## config.mk

```make
export PLATFORM = sky130hd
export DESIGN_NAME = proc_tlb
export DESIGN_NICKNAME = d
export VERILOG_FILES = /design/src/rtl/tlb_pkg.sv /design/src/rtl/tlb_cam.sv /design/src/rtl/tlb_plru.sv /design/src/rtl/tlb_victim.sv /design/src/rtl/proc_tlb.sv
export SDC_FILE = /design/constraint.sdc
export NUM_CORES = 1
export LEC_CHECK = 0
export CORE_MARGIN = 2
export CORE_UTILIZATION = 25
export DETAILED_ROUTE_END_ITERATION = 12
export PLACE_DENSITY = 0.51
export SETUP_SLACK_MARGIN = 0.5
export SYNTH_ARGS = -nofsm -noshare
export SYNTH_HDL_FRONTEND = slang
export SYNTH_SLANG_ARGS = --single-unit
```

## constraint.sdc

```tcl
create_clock -name clk -period 4.75 [get_ports clk]
set_clock_uncertainty 0.15 [all_clocks]
set_input_delay 0.7125 -clock clk [delete_from_list [all_inputs] [get_ports clk]]
set_output_delay 0.7125 -clock clk [all_outputs]
set_load 0.05 [all_outputs]
```

## src/rtl/tlb_pkg.sv

```systemverilog
package tlb_pkg;

    // How an incoming fill is placed in the array
    typedef enum logic [1:0] {
        WR_NONE   = 2'd0,
        WR_UPDATE = 2'd1,
        WR_FREE   = 2'd2,
        WR_EVICT  = 2'd3
    } wr_kind_e;

endpackage

```

## src/rtl/tlb_cam.sv

```systemverilog
module tlb_cam #(
    parameter int N     = 8,
    parameter int VPN_W = 6,
    parameter int PID_W = 8,
    parameter int PFN_W = 6,
    localparam int IW   = $clog2(N)
) (
    input  logic             clk,
    input  logic             rst_n,
    input  logic             flush,
    input  logic             we,
    input  logic [IW-1:0]    widx,
    input  logic [VPN_W-1:0] wvpn,
    input  logic [PID_W-1:0] wpid,
    input  logic [PFN_W-1:0] wpfn,
    input  logic             wdirty,
    input  logic [VPN_W-1:0] lvpn,
    input  logic [PID_W-1:0] lpid,
    input  logic [VPN_W-1:0] fvpn,
    input  logic [PID_W-1:0] fpid,
    output logic [N-1:0]     valid_vec,
    output logic [N-1:0]     lmatch,
    output logic [N-1:0]     fmatch,
    output logic [PFN_W-1:0] lpfn,
    output logic             ldirty
);

    logic [VPN_W-1:0] vpn_q   [N];
    logic [PID_W-1:0] pid_q   [N];
    logic [PFN_W-1:0] pfn_q   [N];
    logic             dirty_q [N];

    // One storage slot and its two comparators per entry
    for (genvar g = 0; g < N; g++) begin : g_slot
        always_ff @(posedge clk or negedge rst_n) begin
            if (!rst_n) begin
                valid_vec[g] <= 1'b0;
                vpn_q[g]     <= '0;
                pid_q[g]     <= '0;
                pfn_q[g]     <= '0;
                dirty_q[g]   <= 1'b0;
            end else if (flush) begin
                valid_vec[g] <= 1'b0;
            end else if (we && (widx == IW'(g))) begin
                valid_vec[g] <= 1'b1;
                vpn_q[g]     <= wvpn;
                pid_q[g]     <= wpid;
                pfn_q[g]     <= wpfn;
                dirty_q[g]   <= wdirty;
            end
        end

        assign lmatch[g] = valid_vec[g] && (vpn_q[g] == lvpn) && (pid_q[g] == lpid);
        assign fmatch[g] = valid_vec[g] && (vpn_q[g] == fvpn) && (pid_q[g] == fpid);
    end

    // Read-out: OR of the matching slots, zero when none match
    always_comb begin
        lpfn   = '0;
        ldirty = 1'b0;
        for (int i = 0; i < N; i++) begin
            if (lmatch[i]) begin
                lpfn   = lpfn | pfn_q[i];
                ldirty = ldirty | dirty_q[i];
            end
        end
    end

    AST_LOOKUP_UNIQUE: assert property (@(posedge clk) disable iff (!rst_n)
        $onehot0(lmatch));

    AST_FLUSH_EMPTIES: assert property (@(posedge clk) disable iff (!rst_n)
        flush |=> (valid_vec == '0));

endmodule

```

## src/rtl/tlb_plru.sv

```systemverilog
module tlb_plru #(
    parameter int N  = 8,
    localparam int IW = $clog2(N)
) (
    input  logic          clk,
    input  logic          rst_n,
    input  logic          clear,
    input  logic          touch_en,
    input  logic [IW-1:0] touch_idx,
    output logic [IW-1:0] victim
);

    logic [N-1:1] tree_q;
    logic [N-1:1] tree_nx;
    logic [IW:0]  tnode;
    logic [IW:0]  vnode;

    // Next tree: every node on the touched path points away from it
    always_comb begin
        tree_nx = tree_q;
        tnode   = (IW+1)'(N) + {1'b0, touch_idx};
        for (int l = 0; l < IW; l++) begin
            tree_nx[tnode[IW:1]] = ~tnode[0];
            tnode = tnode >> 1;
        end
    end

    always_ff @(posedge clk or negedge rst_n) begin
        if (!rst_n) begin
            tree_q <= '0;
        end else if (clear) begin
            tree_q <= '0;
        end else if (touch_en) begin
            tree_q <= tree_nx;
        end
    end

    // Walk from the root following the node bits
    always_comb begin
        vnode = (IW+1)'(1);
        for (int l = 0; l < IW; l++) begin
            vnode = {vnode[IW-1:0], tree_q[vnode[IW-1:0]]};
        end
        victim = vnode[IW-1:0];
    end

    AST_TOUCH_AVOIDED: assert property (@(posedge clk) disable iff (!rst_n)
        (touch_en && !clear) |=> (victim != $past(touch_idx)));

endmodule

```

## src/rtl/tlb_victim.sv

```systemverilog
module tlb_victim #(
    parameter int N  = 8,
    localparam int IW = $clog2(N)
) (
    input  logic [N-1:0]  valid_vec,
    input  logic [IW-1:0] plru_idx,
    output logic          any_free,
    output logic [IW-1:0] slot
);

    logic [IW-1:0] free_idx;

    // Lowest-numbered empty slot: scan downward so the lowest wins
    always_comb begin
        free_idx = '0;
        for (int i = N - 1; i >= 0; i--) begin
            if (!valid_vec[i]) begin
                free_idx = IW'(i);
            end
        end
    end

    assign any_free = ~&valid_vec;
    assign slot     = any_free ? free_idx : plru_idx;

endmodule

```

## src/rtl/proc_tlb.sv

```systemverilog
module proc_tlb #(
    parameter int ENTRIES = 8,
    parameter int VPN_W   = 6,
    parameter int PID_W   = 8,
    parameter int PFN_W   = 6
) (
    input  logic             clk,
    input  logic             rst_n,
    input  logic             lk_valid,
    input  logic [VPN_W-1:0] lk_vpn,
    input  logic [PID_W-1:0] cur_pid,
    output logic             lk_hit,
    output logic             lk_miss,
    output logic [PFN_W-1:0] lk_pfn,
    output logic             lk_dirty,
    input  logic             fill_valid,
    input  logic [VPN_W-1:0] fill_vpn,
    input  logic [PID_W-1:0] fill_pid,
    input  logic [PFN_W-1:0] fill_pfn,
    input  logic             fill_dirty,
    input  logic             flush
);
    import tlb_pkg::*;

    localparam int IW = $clog2(ENTRIES);

    logic [ENTRIES-1:0] valid_vec;
    logic [ENTRIES-1:0] lmatch;
    logic [ENTRIES-1:0] fmatch;
    logic [PFN_W-1:0]   raw_pfn;
    logic               raw_dirty;
    logic [IW-1:0]      hit_idx;
    logic [IW-1:0]      upd_idx;
    logic [IW-1:0]      plru_idx;
    logic [IW-1:0]      alloc_idx;
    logic               any_free;
    logic               any_hit;
    wr_kind_e           wr_kind;
    logic [IW-1:0]      wr_idx;
    logic               wr_en;
    logic               touch_en;
    logic [IW-1:0]      touch_idx;

    tlb_cam #(
        .N(ENTRIES), .VPN_W(VPN_W), .PID_W(PID_W), .PFN_W(PFN_W)
    ) u_cam (
        .clk       (clk),
        .rst_n     (rst_n),
        .flush     (flush),
        .we        (wr_en),
        .widx      (wr_idx),
        .wvpn      (fill_vpn),
        .wpid      (fill_pid),
        .wpfn      (fill_pfn),
        .wdirty    (fill_dirty),
        .lvpn      (lk_vpn),
        .lpid      (cur_pid),
        .fvpn      (fill_vpn),
        .fpid      (fill_pid),
        .valid_vec (valid_vec),
        .lmatch    (lmatch),
        .fmatch    (fmatch),
        .lpfn      (raw_pfn),
        .ldirty    (raw_dirty)
    );

    // Encode the one-hot match vectors
    always_comb begin
        hit_idx = '0;
        upd_idx = '0;
        for (int i = 0; i < ENTRIES; i++) begin
            if (lmatch[i]) hit_idx = hit_idx | IW'(i);
            if (fmatch[i]) upd_idx = upd_idx | IW'(i);
        end
    end

    assign any_hit = |lmatch;

    // Lookup result
    assign lk_hit   = lk_valid && any_hit;
    assign lk_miss  = lk_valid && !any_hit;
    assign lk_pfn   = lk_hit ? raw_pfn : '0;
    assign lk_dirty = lk_hit && raw_dirty;

    tlb_victim #(.N(ENTRIES)) u_victim (
        .valid_vec (valid_vec),
        .plru_idx  (plru_idx),
        .any_free  (any_free),
        .slot      (alloc_idx)
    );

    // Fill placement
    always_comb begin
        if (!fill_valid || flush)  wr_kind = WR_NONE;
        else if (|fmatch)          wr_kind = WR_UPDATE;
        else if (any_free)         wr_kind = WR_FREE;
        else                       wr_kind = WR_EVICT;
    end

    always_comb begin
        unique case (wr_kind)
            WR_NONE:   wr_idx = '0;
            WR_UPDATE: wr_idx = upd_idx;
            WR_FREE:   wr_idx = alloc_idx;
            WR_EVICT:  wr_idx = alloc_idx;
            default:   wr_idx = '0;
        endcase
    end

    assign wr_en = (wr_kind != WR_NONE);

    // Recency update: a fill takes precedence over a lookup hit
    assign touch_en  = wr_en || lk_hit;
    assign touch_idx = wr_en ? wr_idx : hit_idx;

    tlb_plru #(.N(ENTRIES)) u_plru (
        .clk       (clk),
        .rst_n     (rst_n),
        .clear     (flush),
        .touch_en  (touch_en),
        .touch_idx (touch_idx),
        .victim    (plru_idx)
    );

    AST_HIT_MISS_EXCL: assert property (@(posedge clk) disable iff (!rst_n)
        lk_valid |-> (lk_hit != lk_miss));

    AST_IDLE_QUIET: assert property (@(posedge clk) disable iff (!rst_n)
        !lk_valid |-> (!lk_hit && !lk_miss));

    AST_FREE_FIRST: assert property (@(posedge clk) disable iff (!rst_n)
        (wr_kind == WR_FREE) |-> !valid_vec[wr_idx]);

    AST_FILL_LANDS: assert property (@(posedge clk) disable iff (!rst_n)
        wr_en |=> valid_vec[$past(wr_idx)]);

    AST_MISS_ZERO: assert property (@(posedge clk) disable iff (!rst_n)
        !lk_hit |-> (lk_pfn == '0 && !lk_dirty));

endmodule

```

==> run summary <==
Worst-Skew Late Latency -> 0.44 ns
Drt via density -> 4.61
Post-Layout Cell Count -> 1,470
Seq/Total Area, Yosys -> 0.432
RSZ-0062 raised after global routing -> false
Tightest Pin Transition -> 0.883 ns
Initial drt markers -> 422
Setup CP Type -> input pin to primary output
Placeable core region -> 41,900 sq um
P_int -> 3.19 mW
Pwr Density -> 348 nW/um^2
Logic pwr share -> 0.192
Part of the power in registers -> 0.443
Net Sw Power -> 1.21 mW
Max-capacitance violation count -> 0
Crit path capture type -> primary output
CTS Buf Count -> 17
Main combinational cell family by area after synthesis -> multiplexers
Starting Density -> 0.253
Placed inst area -> 11,900 sq um
Fill cells -> 4,265
Static Leak -> 5.14 nW
Fmax -> 237 MHz
I/O Buffers -> 48
Die width -> 210 microns
Share of layout cells above drive strength 1 -> 0.300
Adder-Cell Fraction of Synth Area -> 0
Max Slew Vio Count -> 0
Final Cycle Share -> 0.888
Largest net degree at the start of global routing -> 99
Post-CTS sizing -> 19
HPWL after detailed placement -> 21,300 microns
Root buffer cell -> clkbuf_16
Net count of the mapped netlist -> 886
Drt pass-1 iters -> 4
Final nets -> 958
Crit path max fanout -> 8
Setup ws final -> 0.534 ns
CTS tree -> done
Yosys warning count -> 0
Post-route ant nets -> 0
Total wire length -> 30,500 microns
Met3 usage in global routing -> 0.0204
Clock power share -> 0.365
RePlAce Congestion -> 0.785
Slowest-stage cell, CP -> dlygate4sd2_1
CTS Sinks -> 183
Max_slew headroom -> 0.411
Max incr delay on CP -> 0.73 ns
Post-CTS Hold Fix Bufs -> 0
Die height -> 210 microns
Placed cells -> 1,438
Final Hold Viols -> 0
Synth Flop Type -> dfrtp_1
Clock Tree Buf Depth -> 2
Grt ovf -> 0
Initial antenna violation count -> 0
Avg Synthesized Cell Area -> 12.5 sq um
Peak VDD IR -> 0.216 mV
Antenna diode count -> 0
Critical-path cell list -> dlygate4sd2_1, buf_4, xnor2_1, nand3_1, nor4_4, nor4_2, a21bo_2, a31oi_2, buf_12
Total GRT Usage -> 0.144
Outcome -> finished clean
Synth Cell Area -> 10,600 sq um
Mux contribution to synthesized area -> 0.204
Top Ports -> 49
Met1 usage in global routing -> 0.192
Post-CTS setup buffer count -> 0
Mapped Cells -> 846
Site Rows -> 75
R2R Path Start -> u_cam.vpn_q[26]
Tot Pwr -> 4.40 mW
Required time of the worst setup path -> 3.89 ns
Clock slew at reported path FFs -> 0.07 ns
Worst Setup Start Kind -> input pin
Most common cell after layout, fill and taps aside -> xnor2_1
Vias in the first global route -> 7,222
Count of cell types in the netlist -> 51
Async set-reset flop share out of synthesis -> 1.00
Xor/xnor share of the synthesized area -> 0.185
Drt drc -> 0
Type of the most critical hold path -> input pin to asynchronous set/reset pin
Worst setup startpoint -> lk_vpn[0]
M2 GR Usage -> 0.240
Final Cell Area -> 12,700 sq um
Simple-gate share of the synthesized area -> 0.0780
Routed wire per std cell -> 20.7 microns
Via count -> 6,783
DP Worst Slack -> -0.0248 ns
Complex-gate fraction of the synthesized area -> 0.0459
Area growth syn-to-layout -> 19.5%
GRT Max-Usage Layer -> met2
First-pass GRT wire length -> 47,000 microns
Post-layout min period -> 4.22 ns
DIE AREA -> 44,000 sq um
# setup viols final -> 0
Net Sw Frac -> 0.276
Htree depth -> 4
EDFF count, synth -> 0
Worst Path Arrival -> 3.35 ns
Synth Register Bits -> 183
Commonest non-fill, non-tap cells in the layout -> 224 x xnor2_1, 183 x dfrtp_1, 84 x mux2_2
==> path summary, 6_finish.rpt <==
check / to / depth (start not counted) / slack (ns)
hold reg to reg: u_cam.pfn_q[5] / 1 / 0.35
min in group clk: u_cam.pfn_q[5] / 1 / 0.35
setup reg to reg: u_cam.vpn_q[47] / 9 / 1.45
setup / recovery: lk_dirty / 9 / 0.53
hold / removal: u_cam.pfn_q[34] / 1 / 0.20
max in group asynchronous: u_cam.pid_q[20] / 2 / 3.22
==> cells in the mapped netlist (4+ instances only) <==
library cell	n	share of area
buf_2	15	0.0071
mux2_1	28	0.030
mux2i_1	4	0.0038
nand4_1	49	0.029
and2_1	6	0.0035
xnor2_1	224	0.19
nand3_1	17	0.0080
mux2_2	84	0.089
a31oi_1	7	0.0041
a221oi_1	7	0.0058
o21ai_0	5	0.0024
buf_6	21	0.022
dfrtp_1	183	0.43
a22oi_1	14	0.0099
mux2_4	57	0.081
a22o_1	7	0.0058
buf_4	26	0.018
a21o_1	7	0.0050
nor4_1	13	0.0077
nand2_1	9	0.0032
nor2_1	8	0.0028
inv_1	5	0.0018
nor4_2	8	0.0094
==> registers in the layout (all words and copies together) (netlist names) <==
signal,cells
u_cam.dirty_q,8
u_cam.pfn_q,48
u_cam.pid_q,64
u_cam.valid_vec,8
u_cam.vpn_q,48
u_plru.tree_q,7
==> routing by layer <==
layer / routed length [microns] / up-vias
li1: - / 3130
met2: 14700 / 113
met3: 643 / 30
met4: 544 / 0
met1: 14600 / 3510
met5: 0 / -
==> kinds of logic (layout without fill, tap and decap cells) <==
group / count (synthesis) / after routing
AOI/OAI and AO/OA: 63 / 63
xor gates and xnor gates: 224 / 224
buffers and inverters: 73 / 158
DFF: 183 / 183
muxes: 173 / 173
and+or+nand+nor: 130 / 130
==> power by group through the flow <==
| stage | sequential (mW) | combinational [mW] | clock (mW) |
|---|---|---|---|
| after floorplan | 1.92 | 0.649 | 0 |
| after global placement | 1.97 | 0.842 | 0 |
| after detailed placement | 1.97 | 0.846 | 0 |
| after CTS | 1.94 | 0.849 | 1.63 |
| after global routing | 1.97 | 0.915 | 1.70 |
| final | 1.95 | 0.843 | 1.61 |
==> worst max-delay path: cells and delay by family <==
family,cells,cell delay (ns)
AOI/OAI and AO/OA,2,0.69
and+or+nand+nor,3,0.67
buffers and inverters,3,1.14
xor gates and xnor gates,1,0.12
==> metrics by stage <==
stage	hold slack (ns)	utilization	setup TNS, ns
final	0.196	0.302	0
after global routing	0.262	0.302	0
after CTS	0.269	0.302	0
after detailed placement	0.329	0.285	-0.0248
after global placement	0.325	0.285	0
after floorplan	0.267	-	0
==> layout make-up <==
class / count / area (sq um) / area share
Sequential cell: 183 / 4580 / 0.362
Inverter: 7 / 26.3 / 0.00208
Multi-Input combinational cell: 590 / 5510 / 0.436
Clock buffer: 17 / 425 / 0.0336
Tap cell: 539 / 674 / 0.0533
Timing Repair Buffer: 119 / 1210 / 0.0957
Clock inverter: 15 / 223 / 0.0176
No activity file was read; power rests on OpenSTA's default activity.
